[src/rtl/dco_sar_pkg.sv]
package dco_sar_pkg;

    typedef enum logic [2:0] {
        ST_IDLE,
        ST_LOAD,
        ST_RUN,
        ST_JUDGE,
        ST_FINAL,
        ST_DONE,
        ST_TRACK,
        ST_HOLD
    } sar_state_t;

endpackage

[src/rtl/dco_sar_bits.sv]
// Successive-approximation register over the tap field.
module dco_sar_bits #(
    parameter int W = 5
) (
    input  logic         clk,
    input  logic         rst_n,
    input  logic         init_i,
    input  logic         step_i,
    input  logic         dir_up_i,
    output logic [W-1:0] trial_o,
    output logic [W-1:0] acc_o,
    output logic         last_o
);
    localparam int IW = (W > 1) ? $clog2(W) : 1;

    logic [IW-1:0] idx;
    logic [W-1:0]  probe;

    assign probe   = W'(1) << idx;
    assign trial_o = acc_o | probe;
    assign last_o  = (idx == '0);

    always_ff @(posedge clk or negedge rst_n) begin
        if (!rst_n) begin
            acc_o <= '0;
            idx   <= IW'(W - 1);
        end else if (init_i) begin
            acc_o <= '0;
            idx   <= IW'(W - 1);
        end else if (step_i) begin
            if (dir_up_i) begin
                acc_o <= acc_o | probe;
            end
            if (idx != '0) begin
                idx <= idx - 1'b1;
            end
        end
    end

    AST_STEP_DESCENDS: assert property (@(posedge clk) disable iff (!rst_n)
        (step_i && !init_i && !last_o) |=> (idx == $past(idx) - 1'b1));

    AST_UPPER_KEPT: assert property (@(posedge clk) disable iff (!rst_n)
        (step_i && !init_i) |=> ((acc_o & ~$past(probe)) == ($past(acc_o) & ~$past(probe))));

endmodule

[src/rtl/dco_sar_timer.sv]
// Counts the trial window while the loop is enabled.
module dco_sar_timer #(
    parameter int TRIAL_CYC = 2
) (
    input  logic clk,
    input  logic rst_n,
    input  logic run_i,
    output logic expire_o
);
    localparam int CW = (TRIAL_CYC > 1) ? $clog2(TRIAL_CYC) : 1;

    logic [CW-1:0] cnt;

    assign expire_o = run_i && (cnt == CW'(TRIAL_CYC - 1));

    always_ff @(posedge clk or negedge rst_n) begin
        if (!rst_n) begin
            cnt <= '0;
        end else if (!run_i) begin
            cnt <= '0;
        end else if (!expire_o) begin
            cnt <= cnt + 1'b1;
        end
    end

    AST_TIMER_CLEAR: assert property (@(posedge clk) disable iff (!rst_n)
        !run_i |=> (cnt == '0));

endmodule

[src/rtl/dco_sar_monitor.sv]
// Watches the tracking loop: crossing detection and modulation-31 guard.
module dco_sar_monitor #(
    parameter int CODE_W    = 10,
    parameter int MOD_W     = 5,
    parameter int GUARD_CYC = 4
) (
    input  logic              clk,
    input  logic              rst_n,
    input  logic              active_i,
    input  logic              clear_i,
    input  logic              guard_en_i,
    input  logic [CODE_W-1:0] obs_i,
    output logic              fall_o,
    output logic              swap_o
);
    localparam int GW = (GUARD_CYC > 1) ? $clog2(GUARD_CYC) : 1;

    logic [CODE_W-1:0] prev;
    logic              valid;
    logic              rise;
    logic [GW-1:0]     gcnt;
    logic              mod_full;

    assign mod_full = &obs_i[MOD_W-1:0];
    assign fall_o   = active_i && valid && rise && (obs_i < prev);

    always_ff @(posedge clk or negedge rst_n) begin
        if (!rst_n) begin
            prev  <= '0;
            valid <= 1'b0;
            rise  <= 1'b0;
        end else begin
            prev <= obs_i;
            if (active_i) begin
                valid <= 1'b1;
                if (valid && (obs_i > prev)) begin
                    rise <= 1'b1;
                end
            end else begin
                valid <= 1'b0;
                rise  <= 1'b0;
            end
        end
    end

    always_ff @(posedge clk or negedge rst_n) begin
        if (!rst_n) begin
            gcnt   <= '0;
            swap_o <= 1'b0;
        end else begin
            if (active_i && guard_en_i && mod_full) begin
                if (gcnt == GW'(GUARD_CYC - 1)) begin
                    swap_o <= 1'b1;
                end else begin
                    gcnt <= gcnt + 1'b1;
                end
            end else begin
                gcnt <= '0;
            end
            if (clear_i) begin
                swap_o <= 1'b0;
            end
        end
    end

    AST_SWAP_STICKY: assert property (@(posedge clk) disable iff (!rst_n)
        (swap_o && !clear_i) |=> swap_o);

    AST_SWAP_CLEARED: assert property (@(posedge clk) disable iff (!rst_n)
        clear_i |=> !swap_o);

    AST_SWAP_NEEDS_GUARD: assert property (@(posedge clk) disable iff (!rst_n)
        $rose(swap_o) |-> $past(guard_en_i && mod_full && active_i));

endmodule

[src/rtl/dco_sar_settle.sv]
// Binary-search tap settling supervisor for a frequency-locked loop.
module dco_sar_settle
    import dco_sar_pkg::*;
#(
    parameter int TAP_W     = 5,
    parameter int MOD_W     = 5,
    parameter int TRIAL_CYC = 2,
    parameter int GUARD_CYC = 4
) (
    input  logic                   clk,
    input  logic                   rst_n,
    input  logic                   start_i,
    output logic                   done_o,
    output logic                   code_wr_o,
    output logic [TAP_W+MOD_W-1:0] code_o,
    output logic                   loop_en_o,
    input  logic                   dir_up_i,
    input  logic [TAP_W+MOD_W-1:0] obs_code_i,
    input  logic                   freeze_en_i,
    input  logic                   guard_en_i,
    output logic                   swap_req_o
);
    localparam int CODE_W = TAP_W + MOD_W;
    localparam logic [TAP_W-1:0] TAP_MID = TAP_W'(1) << (TAP_W - 1);

    sar_state_t       state, state_nx;
    logic             start_acc;
    logic             expire;
    logic             last_trial;
    logic             fall;
    logic [TAP_W-1:0] trial_tap;
    logic [TAP_W-1:0] kept_tap;

    assign start_acc = start_i &&
        ((state == ST_IDLE) || (state == ST_TRACK) || (state == ST_HOLD));

    dco_sar_bits #(.W(TAP_W)) u_bits (
        .clk      (clk),
        .rst_n    (rst_n),
        .init_i   (start_acc),
        .step_i   (state == ST_JUDGE),
        .dir_up_i (dir_up_i),
        .trial_o  (trial_tap),
        .acc_o    (kept_tap),
        .last_o   (last_trial)
    );

    dco_sar_timer #(.TRIAL_CYC(TRIAL_CYC)) u_timer (
        .clk      (clk),
        .rst_n    (rst_n),
        .run_i    (state == ST_RUN),
        .expire_o (expire)
    );

    dco_sar_monitor #(.CODE_W(CODE_W), .MOD_W(MOD_W), .GUARD_CYC(GUARD_CYC)) u_mon (
        .clk        (clk),
        .rst_n      (rst_n),
        .active_i   (state == ST_TRACK),
        .clear_i    (start_acc),
        .guard_en_i (guard_en_i),
        .obs_i      (obs_code_i),
        .fall_o     (fall),
        .swap_o     (swap_req_o)
    );

    always_ff @(posedge clk or negedge rst_n) begin
        if (!rst_n) begin
            state <= ST_IDLE;
        end else begin
            state <= state_nx;
        end
    end

    always_comb begin
        state_nx = state;
        unique case (state)
            ST_IDLE:  if (start_i) state_nx = ST_LOAD;
            ST_LOAD:  state_nx = ST_RUN;
            ST_RUN:   if (expire) state_nx = ST_JUDGE;
            ST_JUDGE: state_nx = last_trial ? ST_FINAL : ST_LOAD;
            ST_FINAL: state_nx = ST_DONE;
            ST_DONE:  state_nx = ST_TRACK;
            ST_TRACK: begin
                if (start_i) begin
                    state_nx = ST_LOAD;
                end else if (freeze_en_i && fall) begin
                    state_nx = ST_HOLD;
                end
            end
            ST_HOLD:  if (start_i) state_nx = ST_LOAD;
            default:  state_nx = ST_IDLE;
        endcase
    end

    always_comb begin
        code_wr_o = 1'b0;
        code_o    = '0;
        loop_en_o = 1'b0;
        done_o    = 1'b0;
        unique case (state)
            ST_LOAD: begin
                code_wr_o = 1'b1;
                code_o    = {trial_tap, {MOD_W{1'b0}}};
            end
            ST_RUN:   loop_en_o = 1'b1;
            ST_FINAL: begin
                code_wr_o = 1'b1;
                code_o    = {kept_tap, {MOD_W{1'b0}}};
            end
            ST_DONE:  done_o = 1'b1;
            ST_TRACK: loop_en_o = 1'b1;
            default: ;
        endcase
    end

    AST_FIRST_PROBE: assert property (@(posedge clk) disable iff (!rst_n)
        start_acc |=> (code_wr_o && (code_o[CODE_W-1:MOD_W] == TAP_MID)));

    AST_MOD_CLEAR: assert property (@(posedge clk) disable iff (!rst_n)
        code_wr_o |-> (code_o[MOD_W-1:0] == '0));

    AST_WR_LOOP_OFF: assert property (@(posedge clk) disable iff (!rst_n)
        code_wr_o |-> !loop_en_o);

    AST_LOAD_THEN_RUN: assert property (@(posedge clk) disable iff (!rst_n)
        (state == ST_LOAD) |=> loop_en_o);

    AST_DONE_PULSE: assert property (@(posedge clk) disable iff (!rst_n)
        done_o |=> !done_o);

    AST_DONE_TRACK: assert property (@(posedge clk) disable iff (!rst_n)
        done_o |=> loop_en_o);

    AST_HOLD_OFF: assert property (@(posedge clk) disable iff (!rst_n)
        ((state == ST_HOLD) && !start_i) |=> !loop_en_o);

    AST_BUSY_IGNORE: assert property (@(posedge clk) disable iff (!rst_n)
        ((state == ST_RUN) && start_i) |=> ((state == ST_RUN) || (state == ST_JUDGE)));

endmodule

[config.mk]
export PLATFORM = sky130hd
export DESIGN_NAME = dco_sar_settle
export DESIGN_NICKNAME = d
export VERILOG_FILES = /design/src/rtl/dco_sar_pkg.sv /design/src/rtl/dco_sar_bits.sv /design/src/rtl/dco_sar_timer.sv /design/src/rtl/dco_sar_monitor.sv /design/src/rtl/dco_sar_settle.sv
export SDC_FILE = /design/constraint.sdc
export NUM_CORES = 1
export LEC_CHECK = 0
export ABC_AREA = 1
export BUFFER_PORTS_ARGS = -buffer_cell sky130_fd_sc_hd__buf_2
export CORE_UTILIZATION = 30
export DETAILED_ROUTE_END_ITERATION = 12
export PLACE_DENSITY = 0.57
export SYNTH_ARGS = -nofsm -noshare
export SYNTH_HDL_FRONTEND = slang
export SYNTH_SLANG_ARGS = --single-unit
[constraint.sdc]
create_clock -name clk -period 1.9 [get_ports clk]
set_input_delay 0.38 -clock clk [delete_from_list [all_inputs] [get_ports clk]]
set_output_delay 0.38 -clock clk [all_outputs]
set_load 0.05 [all_outputs]
# == After elaboration in Yosys (flattened, before gate mapping) ==
# Index checks and enable logic that the tools add are counted.
# totals
regBits,27
inputBits,16
wordCells,83
# classes
addsub,3
n_lt_le_gt_ge,2
eq_ne,14
shift,1
mux,26
n_bitwise,1
n_reduce_logical,27
# op_table
cell,count
3-bit two-way mux,8
3-bit case mux with 7 select lines,1
10-bit case mux with 2 select lines,1
5-bit two-way mux,3
"3-bit == test, second input constant",4
1-bit two-way mux,11
10-bit > comparator,1
10-bit less-than comparator,1
2-bit nonzero test,5
1-bit logical AND,9
"2-bit inequality test, second input constant",4
"3-bit by 2-bit == test with 1-bit output, second input constant",2
3-bit logical NOT,2
2-bit AND reduction,3
2-bit OR reduction,3
5-bit OR,1
5-bit AND reduction,1
"1-bit by 3-bit left shift with 5-bit output, first input constant",1
2-bit two-way mux,2
"3-bit by 1-bit == test with 1-bit output, second input constant",1
"3-bit inequality test, second input constant",1
3-bit AND reduction,1
3-bit nonzero test,1
"3-bit by 1-bit subtractor with 3-bit output, second input constant",1
other kinds (5),6

# == Logic depth before layout (Yosys ltp) ==
# logic_depth
depth_word,8
mapped_depth,12

# == Modules after synthesis ==
# From an unflattened synthesis, not the netlist that was laid out.
# hier_totals
cells_unflattened,228
hier_area_um2,1778.0
# modules_own_cells
module,instances,cells_each,area_each_um2,seq_area_each_um2
dco_sar_monitor,1,88,794.5,375.4
dco_sar_settle,1,73,480.5,75.1
dco_sar_bits,1,63,466.7,201.4
dco_sar_timer,1,4,36.3,25.0

# == Worst setup path before layout ==
# OpenSTA, ideal clock, no wires.
# synth_path
path_type,register to output
startpoint,reg state[1]
endpoint,out code_o[6]
arrival_ns,2.460
required_time_ns,1.520
slack_ns,-0.940
stages_incl_launch_ff,8
path_cell_list,dfrtp_1 -> inv_1 -> nand2_1 -> nor2_4 -> inv_1 -> nand2_1 -> inv_1 -> o21ai_0
# synth_between
elab_chain_cells,2
word_cells_on_any_way,3
# synth_lines
element,line,source
"start, declared",dco_sar_settle.sv:26,"sar_state_t state, state_nx;"
"start signal, assigned",dco_sar_settle.sv:70,state <= state_nx;
3-bit == test / 3-bit by 1-bit == test with 1-bit output (equally long branches),dco_sar_settle.sv:100,unique case (state)
10-bit case mux with 2 select lines (*),dco_sar_settle.sv:100,
"end, declared",dco_sar_settle.sv:15,"output logic [TAP_W+MOD_W-1:0] code_o,"
# Every way passes the cells marked *; elsewhere a longest branch is shown, timed or not.

# == Final worst setup path ==
# layout_path
startpoint,reg state[1]
endpoint,out code_o[8]
# Same word-level chain as after synthesis.

==> reports/metrics.cfg <==
[sta]
slew_viol_final=0
hold_violations=0
final.setup.worst_slack_ps=-131
fin_crit_sh_pct=107
finClkSkew_ps=1.98
max_freq_ghz=0.492
rsz0062_at_grt=yes
finalSetupTns_ps=-560
worst_pin_slew_ps=629
setup_viol_count_final=5
min_period_ps=2030
slew_headroom_pct=58.1
whs_ps=116

[clock_tree]
cts_sinks=27
numCtsBuffers=3
worst_skew_pair.late_latency_ps=270
root_buffer=clkbuf_8
cts_max_level=1
clk_path_buf_depth=2
cts_tree=built
clk_pin_slew_ps=90

[floorplan]
ioPinCount=30
rows=26
die_x_um=74.8
die_area_mm2=0.00559
die_y_um=74.8
coreArea_mm2=0.00511
start_util_pct=31.1

[job]
maxCapViolCount=0

[worst_setup_path]
crit_type=flip-flop to output port
worst_setup_path_start_kind=flip-flop
crit_fanout=5
worstRegToRegCells=10
required_ps=1520
worstPathArrival_ps=1650
cp-end-kind=output port

[logic_synthesis]
synth_edf_count=0
ys.flop_type=dfrtp_1
synth_top_area_cell=dfrtp_1
synth_warnings=0
syn_area_mm2=0.00159
synth_cell_types=24
synth.most_common_cell=inv_1
yosysSeqAreaShare_pct=42.6
synth_top_area_share_pct=41.0
synth_common_cells=37 x inv_1, 34 x nand2_1, 26 x dfrtp_1
synth.area.top_cells=dfrtp_1 41%, ha_1 13%, inv_1 8.7%, nand2_1 8.0%, nand3_1 6.3%
syn_inst=190
synth-seq-cells=27
syn_avg_cell_area_um2=8.36
synthArstFlopShare_pct=100

[run_status]
status=finished, violations left
violations=setup timing

[drt]
met2_length_um=1440
wire_per_inst_um=10.2
viasPerCell=4.19
wl_met1_um=1480
topRoutingLayerUsed=met4
drtAntennaViolNets=0
drt-initial-drc-count=60
wl_um=3020
firstDrtPassIters=4
num_vias=1239
route.met3.wl_um=54
drc=0

[global_routing]
first_global_vias=1182
grt_pass1_wl_um=5140
grtUsageTotal_pct=12.2
grt_overflow=0
antenna_found_initial=0
grt_max_degree=28

[power_and_ir_drop]
internal-power_mw=1.36
total_power_mw=2.54
peakVddDrop_uv=407
pwr-share-comb_pct=56.8
switchingPower_mw=1.17
switching_share_pct=46.3
p_leak_nw=1.05
p_clk_share_pct=12.9
powerDensity_mw_per_mm2=1260
p_seq_share_pct=30.4

[final_layout]
multiInputGateArea_um2=826
antenna_cells=0
area_delta_synth_final_pct=27.3
layout.cells.non_filler=296
area.sequential_um2=677
fillCellCount=551
final_net_count=259
finalInstanceArea_mm2=0.00202
drive_gt1_share_pct=28.3

[place]
portBuffers=24
gp_congestion=0.822
dp_hpwl_um=2330
dp_cells=288
placed_area_mm2=0.00190

[min_path]
min_path_type=input port to async pin

final timing paths:
path	slack (ps)	from	endpoint
setup reg to reg	370	state[1]	state[2]
min in group clk	230	obs_code_i[5]	u_mon.prev[5]
hold / removal	120	rst_n	state[2]
setup / recovery	-130	state[1]	code_o[8]
hold reg to reg	520	u_mon.rise	u_mon.rise
max in group asynchronous	1370	rst_n	u_mon.prev[1]
logic make-up (layout without fill, tap and decap cells):
kind of cell / after synthesis / after routing / share of synthesized area, %
and+or+nand+nor: 76 / 76 / 23.2
adders and majority gates: 16 / 16 / 12.6
buffers and inverters: 46 / 78 / 12.3
other: 1 / 5 / 0.236
DFF: 27 / 27 / 42.6
AOI/OAI and AO/OA: 23 / 23 / 8.51
xor gates and xnor gates: 1 / 1 / 0.552
layout by cell type, fill, tap and decap left out, types with 3 or more instances in the layout:
cell type / synthesis / routed
a21oi_1: 11 / 10
buf_2: 0 / 18
buf_4: 6 / 10
buf_6: 0 / 5
clkbuf_8: 0 / 3
conb_1: 1 / 5
dfrtp_1: 26 / 26
ha_1: 16 / 16
inv_1: 37 / 34
inv_2: 3 / 4
nand2_1: 34 / 32
nand3_1: 20 / 19
nand4_1: 3 / 3
nor2_1: 11 / 9
nor2_2: 2 / 3
nor2_4: 3 / 4
o21ai_0: 6 / 3
o21ai_4: 0 / 3
registers in the layout, indices dropped and copies added, names as in the netlist:
register,cells
u_timer.cnt,1
u_bits.idx,3
u_mon.gcnt,2
state,3
u_mon.valid,1
u_mon.swap_o,1
u_bits.acc_o,5
u_mon.rise,1
u_mon.prev,10
power groups by stage:
stage	sequential, mW	clock [mW]	combinational (mW)
6_report	0.770	0.326	1.44
4_1_cts	0.770	0.348	1.44
2_1_floorplan	0.777	0	1.03
5_1_grt	0.786	0.366	1.59
3_3_place_gp	0.775	0	1.33
3_5_place_dp	0.780	0	1.33
routing by layer:
metal	global-route usage [%]	vias to the layer above
li1	-	665
met4	4.40	0
met1	16.1	559
met2	20.3	13
met3	2.01	2
met5	0	-
final cells by class:
type                    count  area share, %
repair buffers             34           11.3
clock buffers               4           2.23
well taps                  70           4.33
flip-flops and latches     27           33.5
multi-input cells         121           40.9
inverters                  40           7.74
what timing repair did:
item                       CTS  global route
hold buffers                 0             0
cloned                       0             0
pin swaps                    4             4
gates resized for setup     12             2
setup endpoints to repair    5             5
buffers inserted             3             1
critical path, stage by stage, from the launching register on:
cell	delay, ps
dfrtp_1	400
inv_2	100
nand2_4	60
nor2_4	110
inv_4	60
nand2_8	50
clkinvlp_4	210
o21ai_4	210
buf_6	170
through the flow:
stage	worst slack, ps	utilization (%)
after floorplan	-20.7	-
after global placement	76.0	37.2
after detailed placement	33.6	37.2
after CTS	-159	39.3
after global routing	-248	39.6
final	-131	39.6
Power figures use the tool's default switching activity.
